`src/rtl/ofb_pkg.sv`:
```
// Shared widths and the flit record for the per-flow ordering queue.
package ofb_pkg;
    parameter int FID_W = 4;
    parameter int SEQ_W = 8;
    parameter int PAY_W = 16;

    typedef struct packed {
        logic [FID_W-1:0] fid;
        logic [SEQ_W-1:0] seq;
        logic [PAY_W-1:0] pay;
    } flit_t;
endpackage

```
`src/rtl/ofb_stage.sv`:
```
// Staging register: holds an accepted flit for exactly one cycle before
// it is sorted into the queue. Assumes load is only raised when empty.
module ofb_stage
    import ofb_pkg::*;
(
    input  logic  clk,
    input  logic  rst_n,
    input  logic  load,
    input  flit_t din,
    output logic  busy,
    output flit_t dout
);
    // Capture the incoming flit; the slot frees itself one cycle later.
    always_ff @(posedge clk) begin
        if (!rst_n) begin
            busy <= 1'b0;
            dout <= '0;
        end else begin
            busy <= load;
            if (load) dout <= din;
        end
    end
endmodule

```
`src/rtl/ofb_sort_net.sv`:
```
// Parallel insertion network. The post-pop entries (valid bits contiguous
// from slot 0, cnt of them) are compared against the staged flit. Matching
// non-head entries of the same flow with a larger sequence each take the
// value of the previous match (the first takes the new flit), and the last
// displaced value, or the new flit when nothing matches, lands at slot cnt.
// Assumes cnt < DEPTH whenever ins_en is set.
module ofb_sort_net
    import ofb_pkg::*;
#(
    parameter int DEPTH = 8,
    localparam int CNT_W = $clog2(DEPTH + 1)
) (
    input  flit_t [DEPTH-1:0] slots,
    input  logic  [DEPTH-1:0] vld,
    input  logic  [CNT_W-1:0] cnt,
    input  logic              ins_en,
    input  flit_t             ins,
    output flit_t [DEPTH-1:0] nxt
);
    logic [DEPTH-1:0] hit;

    // Per-slot match: same flow, later sequence, not the head.
    always_comb begin
        for (int i = 0; i < DEPTH; i++) begin
            hit[i] = ins_en && vld[i] && (i != 0) &&
                     (slots[i].fid == ins.fid) && (slots[i].seq > ins.seq);
        end
    end

    // Ripple each displaced value to the next match, then drop the remainder at the tail.
    always_comb begin
        flit_t carry;
        carry = ins;
        for (int i = 0; i < DEPTH; i++) begin
            nxt[i] = slots[i];
            if (hit[i]) begin
                nxt[i] = carry;
                carry  = slots[i];
            end
        end
        for (int i = 0; i < DEPTH; i++) begin
            if (ins_en && (CNT_W'(i) == cnt)) nxt[i] = carry;
        end
    end
endmodule

```
`src/rtl/ofb_buffer.sv`:
```
// Per-flow ordering input queue for one virtual channel. Slot 0 is the head.
// Writes pass through a one-cycle staging register and are sorted in on the
// next edge. A pop on that same edge is applied before the sort. Single-flit
// packets only.
module ofb_buffer
    import ofb_pkg::*;
#(
    parameter int DEPTH = 8,
    localparam int CNT_W = $clog2(DEPTH + 1)
) (
    input  logic             clk,
    input  logic             rst_n,
    input  logic             in_valid,
    output logic             in_ready,
    input  logic [FID_W-1:0] in_fid,
    input  logic [SEQ_W-1:0] in_seq,
    input  logic [PAY_W-1:0] in_pay,
    output logic             out_valid,
    input  logic             out_ready,
    output logic [FID_W-1:0] out_fid,
    output logic [SEQ_W-1:0] out_seq,
    output logic [PAY_W-1:0] out_pay,
    output logic             full,
    output logic             empty
);
    flit_t [DEPTH-1:0] q;
    flit_t [DEPTH-1:0] shifted;
    flit_t [DEPTH-1:0] q_nxt;
    logic  [DEPTH-1:0] vld_s;
    logic  [CNT_W-1:0] count;
    logic  [CNT_W-1:0] cnt_s;
    logic              pop;
    logic              accept;
    logic              pend_v;
    flit_t             pend;
    flit_t             in_flit;

    // Status and handshake decode.
    assign full      = (count == CNT_W'(DEPTH));
    assign empty     = (count == '0);
    assign out_valid = !empty;
    assign in_ready  = !pend_v && !full;
    assign accept    = in_valid && in_ready;
    assign pop       = out_valid && out_ready;
    assign in_flit   = '{fid: in_fid, seq: in_seq, pay: in_pay};
    assign out_fid   = q[0].fid;
    assign out_seq   = q[0].seq;
    assign out_pay   = q[0].pay;

    ofb_stage u_stage (
        .clk   (clk),
        .rst_n (rst_n),
        .load  (accept),
        .din   (in_flit),
        .busy  (pend_v),
        .dout  (pend)
    );

    // Pop first: every slot takes its successor when the head leaves.
    genvar g;
    generate
        for (g = 0; g < DEPTH; g++) begin : g_pop
            if (g < DEPTH - 1) begin : g_mid
                assign shifted[g] = pop ? q[g+1] : q[g];
            end else begin : g_last
                assign shifted[g] = pop ? '0 : q[g];
            end
            assign vld_s[g] = (CNT_W'(g) < cnt_s);
        end
    endgenerate

    assign cnt_s = count - CNT_W'(pop);

    ofb_sort_net #(.DEPTH(DEPTH)) u_sort (
        .slots  (shifted),
        .vld    (vld_s),
        .cnt    (cnt_s),
        .ins_en (pend_v),
        .ins    (pend),
        .nxt    (q_nxt)
    );

    // Queue storage and occupancy update.
    always_ff @(posedge clk) begin
        if (!rst_n) begin
            q     <= '0;
            count <= '0;
        end else begin
            q     <= q_nxt;
            count <= cnt_s + CNT_W'(pend_v);
        end
    end
endmodule

```
`config.mk`:
```
export PLATFORM = sky130hd
export DESIGN_NAME = ofb_buffer
export DESIGN_NICKNAME = d
export VERILOG_FILES = /design/src/rtl/ofb_pkg.sv /design/src/rtl/ofb_stage.sv /design/src/rtl/ofb_sort_net.sv /design/src/rtl/ofb_buffer.sv
export SDC_FILE = /design/constraint.sdc
export NUM_CORES = 1
export LEC_CHECK = 0
export ABC_AREA = 1
export BUFFER_PORTS_ARGS = -buffer_cell sky130_fd_sc_hd__buf_4
export CAP_MARGIN = 20
export CORE_ASPECT_RATIO = 0.7
export CORE_MARGIN = 1.5
export CORE_UTILIZATION = 25
export CTS_CLUSTER_SIZE = 12
export DETAILED_ROUTE_END_ITERATION = 8
export PLACE_DENSITY = 0.49
export SLEW_MARGIN = 20
export SYNTH_ARGS = -nofsm -noshare
export SYNTH_HDL_FRONTEND = slang
export SYNTH_SLANG_ARGS = --single-unit
```
`constraint.sdc`:
```
create_clock -name clk -period 6.5 [get_ports clk]
set_input_delay 0.975 -clock clk [delete_from_list [all_inputs] [get_ports clk]]
set_output_delay 0.975 -clock clk [all_outputs]
set_load 0.01 [all_outputs]
```
# After elaboration in Yosys (flattened, before gate mapping)
# Cells that the tools add are included.
[word_totals] ff_bits=257 in_bits=32 output_inout_bits=32 wordCells=128
[classes] addsub=2 n_lt_le_gt_ge=14 n_eq_ne=15 mux=30 reduce_logical=38
[ops] cell="$mux W28" n=30
[ops] cell="$gt A8 B8 Y1" n=7
[ops] cell="$logic_and A1 B1 Y1" n=32
[ops] cell="$eq A4 B4 Y1" n=7
[ops] cell="$eq A3 B4 Y1 const A" n=4
[ops] cell="$lt A3 B4 Y1 const A" n=4
[ops] cell="$eq A2 B4 Y1 const A" n=2
[ops] cell="$logic_not A4 Y1" n=2
[ops] cell="$lt A2 B4 Y1 const A" n=2
[ops] cell="$add A4 B1 Y4" n=1
[ops] cell="$eq A1 B4 Y1 const A" n=1
[ops] cell="$eq A4 B4 Y1 const B" n=1
[ops] cell="$lt A1 B4 Y1 const A" n=1
[ops] cell="$sub A4 B1 Y4" n=1
[ops] cell="$logic_not A1 Y1" n=3
[ops] cell="$reduce_bool A2 Y1" n=1

# Depth between registers and ports, before layout
# Gate-level depths: netlist of the first run.
[logic_depth] word_depth=16 depth_mapped=32 ltp_nobuf=28

# By module
# From an unflattened synthesis of the first run, not the netlist that was laid out.
[unflattened] cells_unflattened=3243 hier_area_um2=19777.7
[modules_own_cells] module="ofb_buffer" instances=1 cells_each=1362 area_per_inst_um2=9554.2 seq_area_each_um2=4564.4
[modules_own_cells] module="ofb_sort_net" instances=1 cells_each=1701 area_per_inst_um2=9048.7 seq_area_each_um2=0.0
[modules_own_cells] module="ofb_stage" instances=1 cells_each=180 area_per_inst_um2=1174.9 seq_area_each_um2=580.6

# Worst setup path before layout of the first run
# Ideal clock, no wire load.
[synth_timing] kind="in2reg" startpoint="input port out_ready" endpoint="register q[72] (netlist bit)" setup_ns=0.109 arrival_time_ns=4.523 path_slack_ns=1.868 stages=29 path_cell_list="buf_2 nand2_4 inv_2 buf_4 buf_2 buf_2 buf_2 clkbuf_1 buf_2 ha_1 ha_1 or2_2 nand2_1 nand4_1 nand2_1 nor2_2 nand3_2 buf_6 buf_6 o211ai_2 nand3_1 nand3_1 nand3_2 nand3_2 nand2_1 nand2_2 nand3_1 nand2_1 inv_1"
[synth_via] elab_chain_cells=14 word_cells_on_any_way=62 cone_classes="1 x add/sub; 14 x order compare; 8 x eq/ne; 16 x mux; 23 x reduce/logical"
[synth_rtl] element="from (decl)" line_no="ofb_buffer.sv:19" rtl="input logic out_ready,"
[synth_rtl] element="$logic_and A1 B1 Y1 *" line_no="ofb_buffer.sv:44" rtl="assign pop = out_valid && out_ready;"
[synth_rtl] element="$sub A4 B1 Y4" line_no="ofb_buffer.sv:72" rtl="assign cnt_s = count - CNT_W'(pop);"
[synth_rtl] element="$lt A1 B4 Y1" line_no="ofb_buffer.sv:68" rtl="assign vld_s[g] = (CNT_W'(g) < cnt_s);"
[synth_rtl] element="$logic_and A1 B1 Y1 (2 in a row)" line_no="ofb_sort_net.sv:25" rtl="hit[i] = ins_en && vld[i] && (i != 0) &&"
[synth_rtl] element="$logic_and A1 B1 Y1" line_no="ofb_sort_net.sv:26" rtl="(slots[i].fid == ins.fid) && (slots[i].seq > ins.seq);"
[synth_rtl] element="$mux W28 (7 in a row)" line_no="ofb_sort_net.sv:36" rtl="if (hit[i]) begin"
[synth_rtl] element="$mux W28 *" line_no="ofb_sort_net.sv:42" rtl="if (ins_en && (CNT_W'(i) == cnt)) nxt[i] = carry;"
[synth_rtl] element="to (signal assigned)" line_no="ofb_buffer.sv:89" rtl="q <= q_nxt;"
[synth_rtl] element="to (decl)" line_no="ofb_buffer.sv:26" rtl="flit_t [DEPTH-1:0] q;"
# Every way passes the cells marked *; elsewhere a longest branch is shown, timed or not.
# A chain may end at the register's enable or synchronous reset.

# Final worst setup path of the first run
[layout_timing] startpoint="register count[1]" endpoint="register q[46] (netlist bit)"
[layout_via] elab_chain_cells=16 word_cells_on_any_way=64 cone_classes="1 x add/sub; 14 x order compare; 8 x eq/ne; 16 x mux; 25 x reduce/logical"
[layout_rtl] element="from (decl)" line_no="ofb_buffer.sv:30" rtl="logic [CNT_W-1:0] count;"
[layout_rtl] element="from (signal assigned)" line_no="ofb_buffer.sv:90" rtl="count <= cnt_s + CNT_W'(pend_v);"
[layout_rtl] element="$logic_not A4 Y1" line_no="ofb_buffer.sv:40" rtl="assign empty = (count == '0);"
[layout_rtl] element="$logic_not A1 Y1" line_no="ofb_buffer.sv:41" rtl="assign out_valid = !empty;"
[layout_rtl] element="$logic_and A1 B1 Y1" line_no="ofb_buffer.sv:44"
[layout_rtl] element="$sub A4 B1 Y4" line_no="ofb_buffer.sv:72"
[layout_rtl] element="$lt A1 B4 Y1" line_no="ofb_buffer.sv:68"
[layout_rtl] element="$logic_and A1 B1 Y1 (2 in a row)" line_no="ofb_sort_net.sv:25"
[layout_rtl] element="$logic_and A1 B1 Y1" line_no="ofb_sort_net.sv:26"
[layout_rtl] element="$mux W28 (7 in a row)" line_no="ofb_sort_net.sv:36"
[layout_rtl] element="$mux W28 *" line_no="ofb_sort_net.sv:42"
# Marked as above.

==> out/qor.txt, run 1 <==
========================================================================================
Run status ................................................................    completed
Number of buffers added by the clock tree synthesis step ..................           34
H-tree levels .............................................................            2
Leakage ...................................................................      9.71 nW
Number of buffers on the longest clock path ...............................            3
Setup repair bufs after CTS ...............................................            0
All-Layer GR Usage ........................................................        19.2%
Post-synthesis async set-or-reset flop share ..............................           0%
Worst-skew pair later-pin latency .........................................       550 ps
Final weighted congestion in routability-driven placement .................        0.886
Maximum vdd ir drop .......................................................       255 µV
Capturing point of the worst reg2reg path ................................. q[46]$_SDFF_PN0_
Setup violation total in the final timing report ..........................            0
Utilization after layout ..................................................        28.3%
Commonest non-fill, non-tap cells in the layout ........................... sky130_fd_sc_hd__nand2_1, sky130_fd_sc_hd__nand3_1, sky130_fd_sc_hd__inv_1, sky130_fd_sc_hd__a21oi_1, sky130_fd_sc_hd__dfxtp_1
Met1 Use GR ...............................................................        29.8%
Core region area ..........................................................    73100 µm²
Routed length per placed instance .........................................      19.5 µm
Ratio of cells with drive above 1 in the final layout .....................        11.0%
Setup CP Type ............................................................. register to register
Post-synth EDFFs ..........................................................            0
Relative slew margins .....................................................        25.2%
Total number of placement rows ............................................           83
Met3 usage ................................................................        3.79%
Largest net degree at the start of global routing .........................           89
Worst hold start .......................................................... out_fid[0]$_SDFFE_PN0P_
Maximum single-stage delay on the critical path ...........................       600 ps
Area of all placed cells without fillers ..................................    20700 µm²
Die Span Y ................................................................       230 µm
Post-route clock skew .....................................................      19.4 ps
Die ar. ...................................................................    75400 µm²
Total count of hold-check failures in the final report ....................            0
Crit-path max FO ..........................................................           75
Vias ......................................................................        19000
Clk Tree Root Cell ........................................................ sky130_fd_sc_hd__clkbuf_16
Number of nets in the synthesized netlist .................................         2938
Worst min-delay path endpoint ............................................. out_fid[0]$_SDFFE_PN0P_
Mapped Area ...............................................................    18400 µm²
Final worst path period need ..............................................      5140 ps
Final cycle utilization of the critical path ..............................        79.1%
Leading cell type in the layout, fill and taps excluded ................... sky130_fd_sc_hd__nand2_1
Number of global-route vias before repair .................................        17200
Via-to-Cell Ratio .........................................................         5.01
Setup repair after global routing missed its margin .......................        false
Wire length of the first global-routing pass ..............................    112000 µm
Met2 track utilization from global routing ................................        26.9%
TritonCTS clock tree ......................................................          yes
Slowest-stage cell, CP .................................................... sky130_fd_sc_hd__o21ai_0
Data arrival time of the worst path .......................................      5600 ps
Max capacitance violation total ...........................................            0
Tightest Hold Check Type .................................................. register to register
Initial DRT Pass Iterations ...............................................            6
Max Slew Vio Count ........................................................            0
Cell breakdown of the critical path ....................................... nor2_4 -> nand2_4 -> nand2_8 -> buf_12 -> o21ai_0 -> ha_1 -> nand2_1 -> o21ai_0 -> a21oi_1 -> a211oi_1 -> nand3_2 -> inv_2 -> buf_4 -> nand2_1 -> nand2_1 -> nand2_1 -> nand3_2 -> nand3_1 -> a21oi_1
Most frequent cell on the critical path ................................... sky130_fd_sc_hd__nand2_1
Fin cells .................................................................         3787
Detail Route Antenna Nets .................................................            0
CP startpoint kind ........................................................     register
Number of violations reported at the end of detailed-routing iteration 0 ..         2258
Overall power after layout ................................................      7.83 mW
Routing layer with the top usage in global route ..........................         met1
Summed negative setup slack over all endpoints ............................         0 ps
Clk sink count ............................................................          257
Average cell area after synthesis .........................................     6.48 µm²
Final Hold Slack ..........................................................       468 ps
Endpoint required time on the critical path ...............................      6960 ps
Power density over cell area ..............................................   378 nW/µm²
Buffers and inverters on the worst path ...................................            3
Capturing element type of the critical path ...............................     register
Sequential share of the synthesized area ..................................        27.9%
Post-placement cell area ..................................................    19600 µm²
Antenna Diode Count .......................................................            0
Placed instance count .....................................................         3728
Count of boundary I/O pins ................................................           64
Cell count of the worst hold path .........................................            2
PostCTS Resize Cnt ........................................................            0
Category of cells accounting for the largest share of critical-path delay . simple AND/OR/NAND/NOR gates
Prevailing post-synth register cell ....................................... sky130_fd_sc_hd__dfxtp_1
Number of antenna violations at the first check in global routing .........            2
DP HPWL ...................................................................     49000 µm
Aggregate global routing overflow .........................................            0
R2r setup slk .............................................................      1360 ps
Final routed wirelength across all metal layers ...........................     73700 µm
Worst setup margin ........................................................      1360 ps
Clock-pin slew on the worst setup and hold paths ..........................        60 ps
Reg2Reg Launch Point ...................................................... count[1]$_SDFF_PN0_
Number of warnings issued by yosys ........................................            0
Distinct cell type count of the synthesized netlist .......................           42
Setup slack at placement ..................................................      1010 ps
Cell depth of the worst flop-to-flop path .................................           19
Die Width .................................................................       328 µm
Max Freq ..................................................................      195 MHz
Number of nets in the layout ..............................................         2879
Count of mapped cells out of synthesis ....................................         2846
Tightest Pin Transition ...................................................      1120 ps
Hold-fix buffers, CTS .....................................................            0
I/O Buffers ...............................................................           63
Synth Register Bits .......................................................          257
Initial Utilization .......................................................        25.2%
Number of remaining DRC errors ............................................            0
Synthesis-to-finish area growth ...........................................        12.4%
========================================================================================
sequential cells by signal (all words and copies together) (netlist names):
register	cells
count	4
q	196
u_stage.busy	1
out_fid	4
out_seq	8
u_stage.dout	28
out_pay	16
metal layers:
metal	share of wire, %	up-vias
li1	-	9339
met1	50	8714
met2	39	855
met3	9.7	81
met4	1.5	0
met5	0	-
where the power goes:
| part | internal, mW | leakage [nW] | switching (mW) |
|---|---|---|---|
| Sequential | 1.91 | 2.09 | 0.210 |
| Combinational | 1.22 | 7.07 | 2.56 |
| Clock | 1.15 | 0.548 | 0.781 |
cell families after synthesis:
| logic type | after synthesis | synth area share, % |
|---|---|---|
| adder cells (fa/ha/maj) | 60 | 4.07 |
| AO/OA/AOI/OAI | 645 | 19.5 |
| AND/OR/NAND/NOR | 1257 | 31.0 |
| multiplexers | 71 | 3.85 |
| flip-flops | 257 | 27.9 |
| buffers and inverters | 545 | 13.2 |
| XOR/XNOR | 11 | 0.522 |
cells in the mapped netlist (13+ instances only):
master / count / area [µm²]
sky130_fd_sc_hd__a21oi_1: 285 / 1430
sky130_fd_sc_hd__or2_2: 40 / 250
sky130_fd_sc_hd__nor2_1: 58 / 218
sky130_fd_sc_hd__buf_4: 51 / 383
sky130_fd_sc_hd__dfxtp_1: 257 / 5140
sky130_fd_sc_hd__nand3_1: 408 / 2040
sky130_fd_sc_hd__buf_2: 66 / 330
sky130_fd_sc_hd__nand2_1: 666 / 2500
sky130_fd_sc_hd__o21a_1: 19 / 143
sky130_fd_sc_hd__o211ai_1: 58 / 435
sky130_fd_sc_hd__o21ai_0: 225 / 1130
sky130_fd_sc_hd__ha_1: 60 / 751
sky130_fd_sc_hd__mux2i_1: 71 / 711
sky130_fd_sc_hd__clkbuf_1: 83 / 312
sky130_fd_sc_hd__buf_6: 13 / 146
sky130_fd_sc_hd__nand3_2: 42 / 420
sky130_fd_sc_hd__inv_1: 315 / 1180
worst min-delay path: stages (launching register included):
cell	delay [ps]
sky130_fd_sc_hd__dfxtp_1	310
sky130_fd_sc_hd__nand2_1	60
sky130_fd_sc_hd__a21oi_1	50
worst max path at each step:
stage          slack (ps)           startpoint                  endpoint  cells past startpoint
2_1_floorplan        1870            out_ready          q[72]$_SDFF_PN0_                     29
3_3_place_gp          980            out_ready          q[63]$_SDFF_PN0_                     18
3_5_place_dp         1010            out_ready          q[63]$_SDFF_PN0_                     18
4_1_cts              1520  count[3]$_SDFF_PN0_  out_pay[11]$_SDFFE_PN0P_                     21
5_1_grt              1070  count[1]$_SDFF_PN0_          q[46]$_SDFF_PN0_                     19
6_report             1360  count[1]$_SDFF_PN0_          q[46]$_SDFF_PN0_                     19
final cells by class:
class	count	area [µm²]
fillers	8214	52400
clock inverters	4	48.8
clock buffers	55	1060
flip-flops and latches	257	5140
multi-input cells	2044	10900
well taps	977	1220
repair buffers	126	1080
inverters	324	1220
Note: power is estimated with default switching activity, not from simulation.
==> run 2: changes to the inputs <==
--- a/config.mk
+++ b/config.mk
@@ -13,7 +13,7 @@
 export CORE_UTILIZATION = 25
 export CTS_CLUSTER_SIZE = 12
 export DETAILED_ROUTE_END_ITERATION = 8
-export PLACE_DENSITY = 0.49
+export PLACE_DENSITY = 0.5
 export SLEW_MARGIN = 20
 export SYNTH_ARGS = -nofsm -noshare
 export SYNTH_HDL_FRONTEND = slang
==> constraint.sdc (replaced) <==
create_clock -name clk -period 4.51 [get_ports clk]
set_input_delay 0.6765 -clock clk [delete_from_list [all_inputs] [get_ports clk]]
set_output_delay 0.6765 -clock clk [all_outputs]
set_load 0.01 [all_outputs]
==> out/qor.txt, run 2 (same netlist as run 1, synthesis figures left out) <==
========================================================================================
Maximum vdd ir drop .......................................................       374 µV   was 255 µV
Die Width .................................................................       328 µm   unchanged
Initial DRT Pass Iterations ...............................................            6   unchanged
Number of violations reported at the end of detailed-routing iteration 0 ..         1902   was 2258
Setup repair bufs after CTS ...............................................            0   unchanged
Most frequent cell on the critical path ................................... sky130_fd_sc_hd__nand3_1   was sky130_fd_sc_hd__nand2_1
Initial Utilization .......................................................        25.2%   unchanged
Category of cells accounting for the largest share of critical-path delay . simple AND/OR/NAND/NOR gates   unchanged
Maximum single-stage delay on the critical path ...........................       590 ps   was 600 ps
Final weighted congestion in routability-driven placement .................        0.878   was 0.886
Wire length of the first global-routing pass ..............................    109000 µm   was 112000 µm
Aggregate global routing overflow .........................................            0   unchanged
Number of nets in the layout ..............................................         2973   was 2879
Leakage ...................................................................      10.2 nW   was 9.71 nW
Total number of placement rows ............................................           83   unchanged
CP startpoint kind ........................................................     register   unchanged
Die Span Y ................................................................       230 µm   unchanged
Cell breakdown of the critical path ....................................... nor2_4 -> nand2_4 -> nand2_8 -> inv_2 -> buf_12 -> o21ai_0 -> ha_1 -> a21oi_1 -> nor2_1 -> a211oi_1 -> nand2_1 -> o21ai_0 -> nor2_1 -> nand3_2 -> buf_4 -> nand3_1 -> nand3_1 -> nand3_1 -> nand2_1 -> nand2_2 -> nand3_1 -> nand2_1 -> inv_1   was nor2_4 -> nand2_4 -> nand2_8 -> buf_12 -> o21ai_0 -> ha_1 -> nand2_1 -> o21ai_0 -> a21oi_1 -> a211oi_1 -> nand3_2 -> inv_2 -> buf_4 -> nand2_1 -> nand2_1 -> nand2_1 -> nand3_2 -> nand3_1 -> a21oi_1
PostCTS Resize Cnt ........................................................            0   unchanged
Commonest non-fill, non-tap cells in the layout ........................... sky130_fd_sc_hd__nand2_1, sky130_fd_sc_hd__nand3_1, sky130_fd_sc_hd__inv_1, sky130_fd_sc_hd__a21oi_1, sky130_fd_sc_hd__dfxtp_1   unchanged
Slowest-stage cell, CP .................................................... sky130_fd_sc_hd__o21ai_0   unchanged
Buffers and inverters on the worst path ...................................            4   was 3
Die ar. ...................................................................    75400 µm²   unchanged
TritonCTS clock tree ......................................................          yes   unchanged
Leading cell type in the layout, fill and taps excluded ................... sky130_fd_sc_hd__nand2_1   unchanged
Hold-fix buffers, CTS .....................................................            0   unchanged
Setup violation total in the final timing report ..........................            0   unchanged
Final Hold Slack ..........................................................       400 ps   was 468 ps
Clk Tree Root Cell ........................................................ sky130_fd_sc_hd__clkbuf_16   unchanged
All-Layer GR Usage ........................................................        18.7%   was 19.2%
Number of antenna violations at the first check in global routing .........            1   was 2
Max Freq ..................................................................      240 MHz   was 195 MHz
Summed negative setup slack over all endpoints ............................         0 ps   unchanged
Clock-pin slew on the worst setup and hold paths ..........................        60 ps   about the same
Overall power after layout ................................................      11.4 mW   was 7.83 mW
Setup CP Type ............................................................. register to register   unchanged
Power density over cell area ..............................................   530 nW/µm²   was 378 nW/µm²
Endpoint required time on the critical path ...............................      5010 ps   was 6960 ps
Largest reg by FF count ...................................................            q   unchanged
Final routed wirelength across all metal layers ...........................     71700 µm   was 73700 µm
Largest net degree at the start of global routing .........................           72   was 89
Synthesis-to-finish area growth ...........................................        17.0%   was 12.4%
Setup slack at placement ..................................................       210 ps   was 1010 ps
H-tree levels .............................................................            2   unchanged
Capturing element type of the critical path ...............................     register   unchanged
Post-route clock skew .....................................................      22.6 ps   was 19.4 ps
Number of remaining DRC errors ............................................            0   unchanged
Largest register FFs ......................................................          196   unchanged
Count of boundary I/O pins ................................................           64   unchanged
R2r setup slk .............................................................       340 ps   was 1360 ps
Data arrival time of the worst path .......................................      4670 ps   was 5600 ps
Tightest Hold Check Type .................................................. input port to register   was register to register
Worst setup margin ........................................................       343 ps   was 1360 ps
Setup repair after global routing missed its margin .......................        false   unchanged
Clk sink count ............................................................          257   unchanged
Antenna Diode Count .......................................................            0   unchanged
Number of buffers on the longest clock path ...............................            3   unchanged
Number of buffers added by the clock tree synthesis step ..................           35   was 34
Relative slew margins .....................................................        30.4%   was 25.2%
Crit-path max FO ..........................................................           35   was 75
DP HPWL ...................................................................     49500 µm   was 49000 µm
Run status ................................................................    completed   unchanged
Final worst path period need ..............................................      4170 ps   was 5140 ps
Max Slew Vio Count ........................................................            0   unchanged
Via-to-Cell Ratio .........................................................         4.90   was 5.01
Routed length per placed instance .........................................      18.5 µm   was 19.5 µm
Core region area ..........................................................    73100 µm²   unchanged
Max capacitance violation total ...........................................            0   unchanged
Number of global-route vias before repair .................................        17100   was 17200
Detail Route Antenna Nets .................................................            0   unchanged
Ratio of cells with drive above 1 in the final layout .....................        14.0%   was 11.0%
Vias ......................................................................        19000   about the same
I/O Buffers ...............................................................           63   unchanged
Final cycle utilization of the critical path ..............................        92.4%   was 79.1%
Tightest Pin Transition ...................................................      1040 ps   was 1120 ps
Worst-skew pair later-pin latency .........................................       560 ps   was 550 ps
Total count of hold-check failures in the final report ....................            0   unchanged
========================================================================================
run 2: cell count changes in the layout (fill, tap and decap cells not counted), sizes merged:
cell      previous run  this run
clkinv               3         8
clkinvlp             0         1
bufinv               1         0
buf                126       219
run 2: cell type report:
cell class | count | area, µm²
Fill cell | 8138 | 51500
Multi-Input combinational cell | 2044 | 10900
Sequential cell | 257 | 5140
Timing Repair Buffer | 219 | 1920
Tap cell | 977 | 1220
Inverter | 324 | 1220
Clock buffer | 55 | 1070
Clock inverter | 9 | 62.6
run 2: worst paths after layout:
path                                                    start                             to  cells past startpoint
worst min-delay path                                in_pay[1]   u_stage.dout[1]$_SDFFE_PN0P_                      3
worst min register to register  u_stage.dout[14]$_SDFFE_PN0P_  u_stage.dout[14]$_SDFFE_PN0P_                      2
worst max register to register            count[1]$_SDFF_PN0_              q[132]$_SDFF_PN0_                     23
worst max-delay path                      count[1]$_SDFF_PN0_              q[132]$_SDFF_PN0_                     23
run 2: through the flow:
stage / util [%] / std cells / cell area, µm²
finish: 29.5 / 3885 / 21600
global route: 29.5 / 3885 / 21600
CTS: 29.5 / 3885 / 21600
detailed placement: 28.0 / 3821 / 20500
global placement: 28.0 / 3820 / 20400
floorplan: - / 2846 / 18400
run 2: layer usage:
metal / vias up / part of all wire [%] / global-route usage (%)
met3: 74 / 8.5 / 3.67
li1: 9550 / - / -
met5: - / 0 / 0
met1: 8692 / 51 / 28.8
met2: 716 / 39 / 26.1
met4: 0 / 1.6 / 4.02
run 2: worst reg2reg max path: stages (launching register included):
cell and delay, ps:
sky130_fd_sc_hd__dfxtp_1 330, sky130_fd_sc_hd__nor2_4 170, sky130_fd_sc_hd__nand2_4 140, sky130_fd_sc_hd__nand2_8 110, sky130_fd_sc_hd__inv_2 90, sky130_fd_sc_hd__buf_12 180, sky130_fd_sc_hd__o21ai_0 610, sky130_fd_sc_hd__ha_1 390
sky130_fd_sc_hd__a21oi_1 140, sky130_fd_sc_hd__nor2_1 50, sky130_fd_sc_hd__a211oi_1 230, sky130_fd_sc_hd__nand2_1 120, sky130_fd_sc_hd__o21ai_0 90, sky130_fd_sc_hd__nor2_1 70, sky130_fd_sc_hd__nand3_2 140, sky130_fd_sc_hd__buf_4 410
sky130_fd_sc_hd__nand3_1 180, sky130_fd_sc_hd__nand3_1 120, sky130_fd_sc_hd__nand3_1 90, sky130_fd_sc_hd__nand2_1 110, sky130_fd_sc_hd__nand2_2 120, sky130_fd_sc_hd__nand3_1 100, sky130_fd_sc_hd__nand2_1 60, sky130_fd_sc_hd__inv_1 50
run 2: power breakdown:
group / leakage [nW] / switching [mW] / internal, mW
clock network: 0.561 / 1.15 / 1.64
logic: 7.57 / 3.63 / 1.98
registers: 2.09 / 0.290 / 2.75
